$ cat src/rtl/walk_pkg.sv
package walk_pkg;

  // Entry field positions
  localparam int VALID_BIT = 63;
  localparam int LEAF_BIT  = 62;
  localparam int NLB_HI    = 59;
  localparam int NLB_LO    = 8;
  localparam int NLS_HI    = 4;

  // Allowed tree shapes
  localparam int ROOT_SIZE  = 52;
  localparam int ROOT_NLS   = 13;
  localparam int MID_NLS    = 9;
  localparam int SHORT_NLS  = 5;
  localparam int LAST_LEVEL = 3;

  typedef enum logic [1:0] {
    FLT_NONE     = 2'd0,
    FLT_BADCFG   = 2'd1,
    FLT_NOTFOUND = 2'd2
  } fault_e;

  typedef enum logic [2:0] {
    ST_IDLE,
    ST_CHECK,
    ST_FETCH,
    ST_WAIT,
    ST_DONE
  } walkState_e;

  typedef struct packed {
    logic load;
    logic check;
    logic capture;
  } walkStrobe_t;

endpackage

$ cat src/rtl/walk_ctrl.sv
module walk_ctrl
  import walk_pkg::*;
(
  input  logic        clk,
  input  logic        rstN,
  input  logic        reqValid,
  input  logic        levelOk,
  input  logic        memReqReady,
  input  logic        memRspValid,
  input  logic        rspValidBit,
  input  logic        rspLeafBit,
  output walkStrobe_t strobe,
  output logic        reqReady,
  output logic        memReqValid,
  output logic        done
);

  walkState_e stateQ, stateD;

  always_ff @(posedge clk) begin
    if (!rstN) stateQ <= ST_IDLE;
    else       stateQ <= stateD;
  end

  always_comb begin
    stateD      = stateQ;
    strobe      = '0;
    reqReady    = 1'b0;
    memReqValid = 1'b0;
    done        = 1'b0;
    unique case (stateQ)
      ST_IDLE: begin
        reqReady = 1'b1;
        if (reqValid) begin
          strobe.load = 1'b1;
          stateD      = ST_CHECK;
        end
      end
      ST_CHECK: begin
        strobe.check = 1'b1;
        stateD       = levelOk ? ST_FETCH : ST_DONE;
      end
      ST_FETCH: begin
        memReqValid = 1'b1;
        if (memReqReady) stateD = ST_WAIT;
      end
      ST_WAIT: begin
        if (memRspValid) begin
          strobe.capture = 1'b1;
          stateD = (!rspValidBit || rspLeafBit) ? ST_DONE : ST_CHECK;
        end
      end
      ST_DONE: begin
        done   = 1'b1;
        stateD = ST_IDLE;
      end
      default: stateD = ST_IDLE;
    endcase
  end

endmodule

$ cat src/rtl/walk_dpath.sv
module walk_dpath
  import walk_pkg::*;
#(
  parameter int DATA_W = 64,
  parameter int SIZE_W = 6,
  parameter int NLS_W  = 5,
  parameter int LVL_W  = 3
) (
  input  logic              clk,
  input  logic              rstN,
  input  walkStrobe_t       strobe,
  input  logic [DATA_W-1:0] reqEaddr,
  input  logic [DATA_W-1:0] reqBase,
  input  logic [NLS_W-1:0]  reqNls,
  input  logic [SIZE_W-1:0] reqSize,
  input  logic [DATA_W-1:0] memRspData,
  output logic              levelOk,
  output logic              rspValidBit,
  output logic              rspLeafBit,
  output logic [DATA_W-1:0] resEntry,
  output logic [DATA_W-1:0] resAddr,
  output logic [SIZE_W-1:0] resPageSize,
  output logic [1:0]        resFault
);

  localparam int LVL_N   = 2 ** LVL_W;
  localparam int TOP_PAD = DATA_W - NLB_HI - 1;

  logic [DATA_W-1:0] eaddrQ, baseQ, addrQ, entryQ;
  logic [NLS_W-1:0]  nlsQ;
  logic [SIZE_W-1:0] sizeQ, pageQ;
  logic [LVL_W-1:0]  levelQ;
  fault_e            faultQ;

  logic [SIZE_W-1:0] shiftAmt;
  logic [NLS_W:0]    alignBits;
  logic [DATA_W-1:0] idxMask, alignMask, entryIdx, baseAligned, nextAddr;
  logic [LVL_N-1:0]  legalVec;

  // Per-level geometry whitelist
  for (genvar lv = 0; lv < LVL_N; lv++) begin : g_lvl
    if (lv == 0) begin : g_root
      assign legalVec[lv] = (sizeQ == SIZE_W'(ROOT_SIZE)) && (nlsQ == NLS_W'(ROOT_NLS));
    end else if (lv < LAST_LEVEL) begin : g_mid
      assign legalVec[lv] = (nlsQ == NLS_W'(MID_NLS));
    end else if (lv == LAST_LEVEL) begin : g_last
      assign legalVec[lv] = (nlsQ == NLS_W'(MID_NLS)) || (nlsQ == NLS_W'(SHORT_NLS));
    end else begin : g_over
      assign legalVec[lv] = 1'b0;
    end
  end

  assign levelOk = legalVec[levelQ];

  // Index and entry address
  always_comb begin
    shiftAmt    = sizeQ - SIZE_W'(nlsQ);
    idxMask     = (DATA_W'(1) << nlsQ) - DATA_W'(1);
    alignBits   = {1'b0, nlsQ} + (NLS_W + 1)'(3);
    alignMask   = (DATA_W'(1) << alignBits) - DATA_W'(1);
    entryIdx    = (eaddrQ >> shiftAmt) & idxMask;
    baseAligned = baseQ & ~alignMask;
    nextAddr    = baseAligned + (entryIdx << 3);
  end

  assign rspValidBit = memRspData[VALID_BIT];
  assign rspLeafBit  = memRspData[LEAF_BIT];

  always_ff @(posedge clk) begin
    if (!rstN) begin
      eaddrQ <= '0;
      baseQ  <= '0;
      addrQ  <= '0;
      entryQ <= '0;
      nlsQ   <= '0;
      sizeQ  <= '0;
      pageQ  <= '0;
      levelQ <= '0;
      faultQ <= FLT_NONE;
    end else if (strobe.load) begin
      eaddrQ <= reqEaddr;
      baseQ  <= reqBase;
      nlsQ   <= reqNls;
      sizeQ  <= reqSize;
      addrQ  <= '0;
      entryQ <= '0;
      pageQ  <= '0;
      levelQ <= '0;
      faultQ <= FLT_NONE;
    end else if (strobe.check) begin
      levelQ <= levelQ + LVL_W'(1);
      if (levelOk) addrQ  <= nextAddr;
      else         faultQ <= FLT_BADCFG;
    end else if (strobe.capture) begin
      entryQ <= memRspData;
      if (!memRspData[VALID_BIT]) begin
        faultQ <= FLT_NOTFOUND;
      end else if (memRspData[LEAF_BIT]) begin
        pageQ <= sizeQ - SIZE_W'(nlsQ);
      end else begin
        sizeQ <= sizeQ - SIZE_W'(nlsQ);
        nlsQ  <= memRspData[NLS_HI:0];
        baseQ <= {{TOP_PAD{1'b0}}, memRspData[NLB_HI:NLB_LO], {NLB_LO{1'b0}}};
      end
    end
  end

  assign resEntry    = entryQ;
  assign resAddr     = addrQ;
  assign resPageSize = pageQ;
  assign resFault    = faultQ;

endmodule

$ cat src/rtl/radix_walker.sv
module radix_walker
  import walk_pkg::*;
#(
  parameter int DATA_W = 64,
  parameter int SIZE_W = 6,
  parameter int NLS_W  = 5,
  parameter int LVL_W  = 3
) (
  input  logic              clk,
  input  logic              rstN,
  input  logic              reqValid,
  output logic              reqReady,
  input  logic [DATA_W-1:0] reqEaddr,
  input  logic [DATA_W-1:0] reqBase,
  input  logic [NLS_W-1:0]  reqNls,
  input  logic [SIZE_W-1:0] reqSize,
  output logic              memReqValid,
  input  logic              memReqReady,
  output logic [DATA_W-1:0] memReqAddr,
  input  logic              memRspValid,
  input  logic [DATA_W-1:0] memRspData,
  output logic              done,
  output logic [DATA_W-1:0] resEntry,
  output logic [DATA_W-1:0] resAddr,
  output logic [SIZE_W-1:0] resPageSize,
  output logic [1:0]        resFault
);

  walkStrobe_t strobe;
  logic        levelOk, rspValidBit, rspLeafBit;

  walk_ctrl ctrl_i (
    .clk         (clk),
    .rstN        (rstN),
    .reqValid    (reqValid),
    .levelOk     (levelOk),
    .memReqReady (memReqReady),
    .memRspValid (memRspValid),
    .rspValidBit (rspValidBit),
    .rspLeafBit  (rspLeafBit),
    .strobe      (strobe),
    .reqReady    (reqReady),
    .memReqValid (memReqValid),
    .done        (done)
  );

  walk_dpath #(
    .DATA_W (DATA_W),
    .SIZE_W (SIZE_W),
    .NLS_W  (NLS_W),
    .LVL_W  (LVL_W)
  ) dpath_i (
    .clk         (clk),
    .rstN        (rstN),
    .strobe      (strobe),
    .reqEaddr    (reqEaddr),
    .reqBase     (reqBase),
    .reqNls      (reqNls),
    .reqSize     (reqSize),
    .memRspData  (memRspData),
    .levelOk     (levelOk),
    .rspValidBit (rspValidBit),
    .rspLeafBit  (rspLeafBit),
    .resEntry    (resEntry),
    .resAddr     (resAddr),
    .resPageSize (resPageSize),
    .resFault    (resFault)
  );

  assign memReqAddr = resAddr;

endmodule

$ cat config.mk
export PLATFORM = sky130hd
export DESIGN_NAME = radix_walker
export DESIGN_NICKNAME = d
export VERILOG_FILES = /design/src/rtl/walk_pkg.sv /design/src/rtl/walk_ctrl.sv /design/src/rtl/walk_dpath.sv /design/src/rtl/radix_walker.sv
export SDC_FILE = /design/constraint.sdc
export NUM_CORES = 1
export LEC_CHECK = 0
export ABC_CLOCK_PERIOD_IN_PS = 5450
export BUFFER_PORTS_ARGS = -buffer_cell sky130_fd_sc_hd__buf_4
export CAP_MARGIN = 40
export CORE_MARGIN = 2
export CORE_UTILIZATION = 35
export CTS_CLUSTER_DIAMETER = 100
export DETAILED_ROUTE_END_ITERATION = 6
export GPL_ROUTABILITY_DRIVEN = 1
export SETUP_SLACK_MARGIN = 0.05
export SLEW_MARGIN = 20
export SYNTH_ARGS = -nofsm -noshare
export SYNTH_HDL_FRONTEND = slang
export SYNTH_SLANG_ARGS = --single-unit
$ cat constraint.sdc
create_clock -name clk -period 5.45 [get_ports clk]
set_input_delay 1.09 -clock clk [delete_from_list [all_inputs] [get_ports clk]]
set_output_delay 1.09 -clock clk [all_outputs]
set_load 0.02 [all_outputs]
Word level (Yosys, flattened, before mapping):

Index checks and enable logic that the tools add are counted.

* input port bits: 208
* register bits after elaboration: 281

* add/sub/neg operators: 6
* reductions and logical operators: 15
* shift-type cells: 3
* eq/ne operators: 15
* mux-type cells: 35
* order comparisons: 1
* bitwise logic cells: 5

Operators with widths (count)
* $mux 64: 5
* $add 64x64->64: 1
* $and 64x64->64: 1
* $not 64->64: 1
* $shl 1x6->64 const A: 1
* $shr 64x6->61: 1
* $sub 64x2->64 const B: 1
* $and 61x61->61: 1
* $shl 1x5->61 const A: 1
* $sub 61x2->61 const B: 1
* $mux 6: 5
* $mux 5: 5
* $mux 3: 5
* $pmux 3 s4: 1
* $eq 5x4->1 const B: 2
* $mux 1: 9
* $mux 2: 4
* $ne 2x2->1 const B: 4
* $reduce_and 4->1: 2
* $add 5x2->6 const B: 1
* $eq 3x2->1 const B: 2
* $eq 6x6->1 const B: 1
* $ne 2x1->1 const B: 3
* $reduce_and 3->1: 2
* 15 further kinds: 20

Depth between registers and ports, before layout:

* word-level depth: 6
* mapped depth: 28
* mapped depth without buffers: 25

Modules after synthesis:

A second synthesis with hierarchy kept.

* cell total of the unflattened synthesis: 2579
* area total of the unflattened synthesis: 19830.3 um^2

Modules (own cells, without submodules)
* walk_dpath: instances 1, sequential area each 5545.3 um^2, cells an instance 2489, area each 19138.4 um^2
* radix_walker: instances 1, sequential area each 0.0 um^2, cells an instance 64, area each 480.5 um^2
* walk_ctrl: instances 1, sequential area each 60.1 um^2, cells an instance 26, area each 211.5 um^2

Worst setup path before layout:

No wires, ideal clock.

* kind: reg-to-reg
* start: register dpath_i.nlsQ[0]
* end: register dpath_i.addrQ[50], in the netlist dpath_i.resAddr[50]
* slack: 0.278 ns
* cell stages (with the launch flop): 23
* library setup time: 0.122 ns
* clock period less this slack: 5.172 ns
* arrival time: 5.050 ns
* buffers on the path: 3
* cell sequence: dfxtp_1 ha_1 inv_1 fa_1 buf_2 buf_2 mux4_2 mux2i_1 a21oi_1 a21oi_1 o22a_1 nor2_1 ha_1 buf_6 and4_4 nand3_2 or2_4 or3_1 o221ai_2 o31ai_2 a21oi_2 o21ai_0 a311o_1

* elaborated cells on any way between the ends: 19
* those cells by class: 5 x add/sub; 3 x eq/ne; 3 x shift; 2 x mux; 3 x bitwise; 3 x reduce/logical

RTL lines
* start, declared: RTL line walk_dpath.sv:30 `logic [NLS_W-1:0] nlsQ;`
* start signal, assigned: RTL line walk_dpath.sv:83 `nlsQ <= reqNls;`
* start signal, assigned: RTL line walk_dpath.sv:102 `nlsQ <= memRspData[NLS_HI:0];`
* $sub 6x5->6: RTL line walk_dpath.sv:57 `shiftAmt = sizeQ - SIZE_W'(nlsQ);`
* via dpath_i.shiftAmt[1]: RTL line walk_dpath.sv:35 `logic [SIZE_W-1:0] shiftAmt;`
* $shr 64x6->61: RTL line walk_dpath.sv:61 `entryIdx = (eaddrQ >> shiftAmt) & idxMask;`
* $and 61x61->61: RTL line walk_dpath.sv:61
* $add 64x64->64: RTL line walk_dpath.sv:63 `nextAddr = baseAligned + (entryIdx << 3);`
* end signal, assigned: RTL line walk_dpath.sv:92 `if (levelOk) addrQ <= nextAddr;`
* end, declared: RTL line walk_dpath.sv:29 `logic [DATA_W-1:0] eaddrQ, baseQ, addrQ, entryQ;`

The timed path passes the listed nets, and every way through them passes these cells. The select of a mux whose other input is x is not followed.
A chain may end at the register's enable or synchronous reset.

Worst setup path after layout:

* start: register dpath_i.sizeQ[0]
* end: register dpath_i.addrQ[63], in the netlist dpath_i.resAddr[63]

* elaborated cells on any way between the ends: 9
* those cells by class: 2 x add/sub; 1 x eq/ne; 1 x shift; 2 x mux; 1 x bitwise; 2 x reduce/logical

RTL lines
* start, declared: RTL line walk_dpath.sv:31 `logic [SIZE_W-1:0] sizeQ, pageQ;`
* start signal, assigned: RTL line walk_dpath.sv:84 `sizeQ <= reqSize;`
* start signal, assigned: RTL line walk_dpath.sv:101 `sizeQ <= sizeQ - SIZE_W'(nlsQ);`
* $sub 6x5->6: RTL line walk_dpath.sv:57
* via dpath_i.shiftAmt[1]: RTL line walk_dpath.sv:35
* $shr 64x6->61: RTL line walk_dpath.sv:61
* $and 61x61->61: RTL line walk_dpath.sv:61
* $add 64x64->64: RTL line walk_dpath.sv:63

The timed path passes the listed nets, and every way through them passes these cells. The select of a mux whose other input is x is not followed.

==> out/summary.md <==
Global routing
* 84 — pin count of the biggest net entering global routing
* 1 — number of antenna violations at the first check in global routing
* 114000 µm — first-pass GRT wire length
* 0.253 — Global Route Usage Sum
* 19900 — via count of the first global-routing pass
* 0 — global-route congestion overflow total

Routing
* 76200 µm — sum of routed wire length over all layers
* 19.3 µm — WL per Instance
* 0 — post-route ant nets
* 0 — DRC Markers
* 5 — number of detailed-routing iterations run before antenna repair
* 1264 — DRC marker count from the first detailed-route iteration
* 20900 — number of vias after detailed routing
* 5.27 — via density per instance

Worst setup path
* dpath_i.sizeQ[0]$_SDFFE_PN0P_ — launching instance or port of the critical path
* dpath_i.sizeQ[0]$_SDFFE_PN0P_ — worst reg2reg startpoint
* register — category of the worst setup path launch point
* 29 — depth of the worst register-to-register path
* 0.58 ns — largest stage delay on the critical path
* sky130_fd_sc_hd__fa_2 — Max stage delay cell, worst path
* 5.87 ns — required time reported for the critical path endpoint
* register — Critical Path End Type
* 6 — maximum fanout count along the critical path
* dpath_i.resAddr[63]$_SDFFE_PP0P_ — timing endpoint of the critical path
* dpath_i.resAddr[63]$_SDFFE_PP0P_ — reg-to-reg critical path endpoint
* 5.89 ns — critical path data arrival time
* register to register — worst setup path category
* -0.02 ns — reg-to-reg setup timing slack

Final layout
* 13800 µm² — multi-input gate area in the final layout
* 5610 µm² — sequential cell area in the final layout
* 730 x sky130_fd_sc_hd__buf_4, 673 x sky130_fd_sc_hd__nand2_1, 278 x sky130_fd_sc_hd__dfxtp_1 — most used cells in the layout excluding fill and tap cells
* 42.5% — Area Growth Syn to Fin
* sky130_fd_sc_hd__buf_4 — most common library cell in the layout ignoring fill and taps
* 5374 — # fillers
* 0.504 — post-layout utilization of the core
* 3468 — Final #Nets
* 0.346 — share of cells above drive strength 1
* 0 — antenna diode count

Run status
* negative setup slack — violated checks
* finished, violations left — status

Logic synthesis
* 0 — warnings from Yosys
* 7.30 µm² — Syn Area/Cell
* 86 — number of distinct standard cells referenced by the synthesized netlist
* 280 — total of flip-flops plus latches after synthesis
* 0 — async set-or-reset flop fraction in the synthesized netlist
* 19500 µm² — cell area after synthesis
* 0.288 — sequential area share after synthesis
* sky130_fd_sc_hd__dfxtp_1 — prevailing post-synth register cell
* 2665 — Synth Instances
* 0 — EDFF count, synth

Floorplan
* 57500 µm² — total die area
* 411 — Top Ports
* 86 — Row Count
* 55000 µm² — core region area
* 0.354 — starting utilization of the core area
* 240 µm — die width
* 240 µm — die height

Place
* 58600 µm — Final HPWL DP
* 0.944 — placer's final routability congestion estimate
* 409 — count of buffers from port buffering

Worst hold path
* register to register — Hold Path Class

Clocking
* done — clock tree from TritonCTS
* 2 — count of H-tree levels built during CTS
* sky130_fd_sc_hd__clkbuf_16 — Root Buffer Master
* 0.06 ns — Reg clk slew, reported paths
* 0.55 ns — clock network latency to the later pin of the worst-skew pair
* 280 — count of clock tree sinks
* 3 — largest buffer count on any clock path
* 35 — Num CTS Buffers

STA
* 0.447 — Slew Limit Headroom
* -0.0155 ns — Final WS setup
* 0.183 GHz — maximum clock frequency
* 2 — Setup-failing EPs final
* 1.00 — post-route clock period utilization
* 0.0316 ns — Layout Skew
* -0.0208 ns — Setup Total Neg Slack
* yes — RSZ-0062 raised after global routing
* 0 — Pins Over Slew Limit
* 5.47 ns — fin crit period
* 0.829 ns — worst slew pin tran
* 0 — number of endpoints with negative hold slack in the final report

Run
* 0 — MaxCap Viol Count

Power
* 0.276 mV — maximum vdd ir drop
* 12.2 nW — leakage power summed over all cells
* 338 nW/µm² — ratio of total power to cell area

cells in the mapped netlist (8+ instances only):
| master | number | share of area |
|---|---|---|
| sky130_fd_sc_hd__a211oi_1 | 36 | 0.014 |
| sky130_fd_sc_hd__mux2_2 | 8 | 0.0046 |
| sky130_fd_sc_hd__nand2_1 | 685 | 0.13 |
| sky130_fd_sc_hd__buf_4 | 66 | 0.025 |
| sky130_fd_sc_hd__clkbuf_1 | 176 | 0.034 |
| sky130_fd_sc_hd__o21a_1 | 14 | 0.0054 |
| sky130_fd_sc_hd__mux4_2 | 31 | 0.036 |
| sky130_fd_sc_hd__buf_2 | 27 | 0.0069 |
| sky130_fd_sc_hd__o21bai_1 | 10 | 0.0039 |
| sky130_fd_sc_hd__dfxtp_1 | 280 | 0.29 |
| sky130_fd_sc_hd__or3_1 | 11 | 0.0035 |
| sky130_fd_sc_hd__o211ai_1 | 24 | 0.0093 |
| sky130_fd_sc_hd__buf_1 | 24 | 0.0046 |
| sky130_fd_sc_hd__inv_1 | 28 | 0.0054 |
| sky130_fd_sc_hd__o31ai_1 | 12 | 0.0046 |
| sky130_fd_sc_hd__nor2_1 | 149 | 0.029 |
| sky130_fd_sc_hd__a31oi_1 | 14 | 0.0045 |
| sky130_fd_sc_hd__and3_1 | 19 | 0.0061 |
| sky130_fd_sc_hd__mux2i_1 | 56 | 0.029 |
| sky130_fd_sc_hd__nor2b_1 | 32 | 0.010 |
| sky130_fd_sc_hd__ha_1 | 68 | 0.044 |
| sky130_fd_sc_hd__nand3_1 | 88 | 0.023 |
| sky130_fd_sc_hd__and2_1 | 13 | 0.0042 |
| sky130_fd_sc_hd__xnor2_1 | 42 | 0.019 |
| sky130_fd_sc_hd__a22oi_1 | 16 | 0.0062 |
| sky130_fd_sc_hd__xor2_1 | 25 | 0.011 |
| sky130_fd_sc_hd__nand4_1 | 24 | 0.0077 |
| sky130_fd_sc_hd__a21oi_1 | 256 | 0.066 |
| sky130_fd_sc_hd__a21boi_0 | 71 | 0.027 |
| sky130_fd_sc_hd__or2_2 | 8 | 0.0026 |
| sky130_fd_sc_hd__o21ai_0 | 111 | 0.029 |
| sky130_fd_sc_hd__o211a_1 | 64 | 0.033 |
| sky130_fd_sc_hd__nand2b_1 | 10 | 0.0032 |
| sky130_fd_sc_hd__a21o_1 | 23 | 0.0089 |
| sky130_fd_sc_hd__nor3_1 | 39 | 0.010 |
how the worst min path moves through the flow:
stage	startpoint	end	slack (ns)	cells past startpoint
after CTS	dpath_i.resEntry[31]$_SDFFE_PP0P_	dpath_i.resEntry[31]$_SDFFE_PP0P_	0.46	2
after floorplan	dpath_i.eaddrQ[0]$_SDFFE_PN0P_	dpath_i.eaddrQ[0]$_SDFFE_PN0P_	0.44	2
after global routing	dpath_i.resEntry[16]$_SDFFE_PP0P_	dpath_i.resEntry[16]$_SDFFE_PP0P_	0.47	2
after detailed placement	dpath_i.resEntry[31]$_SDFFE_PP0P_	dpath_i.resEntry[31]$_SDFFE_PP0P_	0.45	2
final	dpath_i.resEntry[35]$_SDFFE_PP0P_	dpath_i.resEntry[35]$_SDFFE_PP0P_	0.45	2
after global placement	dpath_i.resEntry[63]$_SDFFE_PP0P_	dpath_i.resEntry[63]$_SDFFE_PP0P_	0.44	2
cell families after synthesis:
family	count (synthesis)	synth area share
simple gates	1106	0.243
compound gates	722	0.246
buf+inv	323	0.0772
flops	280	0.288
mux	95	0.0693
fa+ha+maj	70	0.0458
xor+xnor	67	0.0302
other cells	2	0.000386
report_power, final:
group | internal [W] | switching (W)
Clock | 0.00143 | 0.000931
Sequential | 0.00213 | 0.0000843
Combinational | 0.00215 | 0.00265
Total | 0.00571 | 0.00366
what timing repair did:
item,in CTS,in global routing
hold buffers,0,0
buffers inserted,19,26
gates cloned,4,0
resized for setup,146,155
endpoints found under the setup margin,37,41
pin swaps,69,68
area by class of cell:
type	count	share of cell area
clock buffers	46	0.0360
well taps	748	0.0337
clock inverters	10	0.00550
repair buffers	763	0.220
inverters	29	0.00406
flip-flops and latches	280	0.202
multi-input cells	2081	0.499
stage by stage:
step / cells / worst slack, ns / area [µm²] / hold WS [ns] / total power, W
final: 3957 / -0.0155 / 27700 / 0.454 / 0.00937
after CTS: 3930 / 0.0130 / 26800 / 0.456 / 0.00904
after detailed placement: 3853 / -0.482 / 24800 / 0.448 / 0.00629
after floorplan: 2684 / 0.278 / 19500 / 0.443 / 0.00442
after global placement: 3851 / -0.577 / 24700 / 0.441 / 0.00627
after global routing: 3957 / -0.216 / 27700 / 0.467 / 0.00985
worst max-delay path, delay by kind of cell, from the launching register on:
kind	cells	cell delay [ns]
and+or+nand+nor	9	1.52
DFF	1	0.32
AOI/OAI and AO/OA	9	1.53
adders and majority gates	3	0.97
buffers and inverters	8	1.00
per-layer routing:
layer,GRT usage,vias up,share of wire
met1,0.317,9948,0.42
met3,0.0284,110,0.040
met5,0,-,0
li1,-,10200,-
met2,0.451,549,0.50
met4,0.0813,0,0.033
flip-flops by register name, summed over array words and instances, names as in the netlist, 5 cells and up:
register and cells:
dpath_i.resEntry 64, dpath_i.resPageSize 6, dpath_i.eaddrQ 64, dpath_i.sizeQ 6
dpath_i.baseQ 63, dpath_i.nlsQ 5, dpath_i.resAddr 64
No activity file was read; power rests on OpenSTA's default activity.
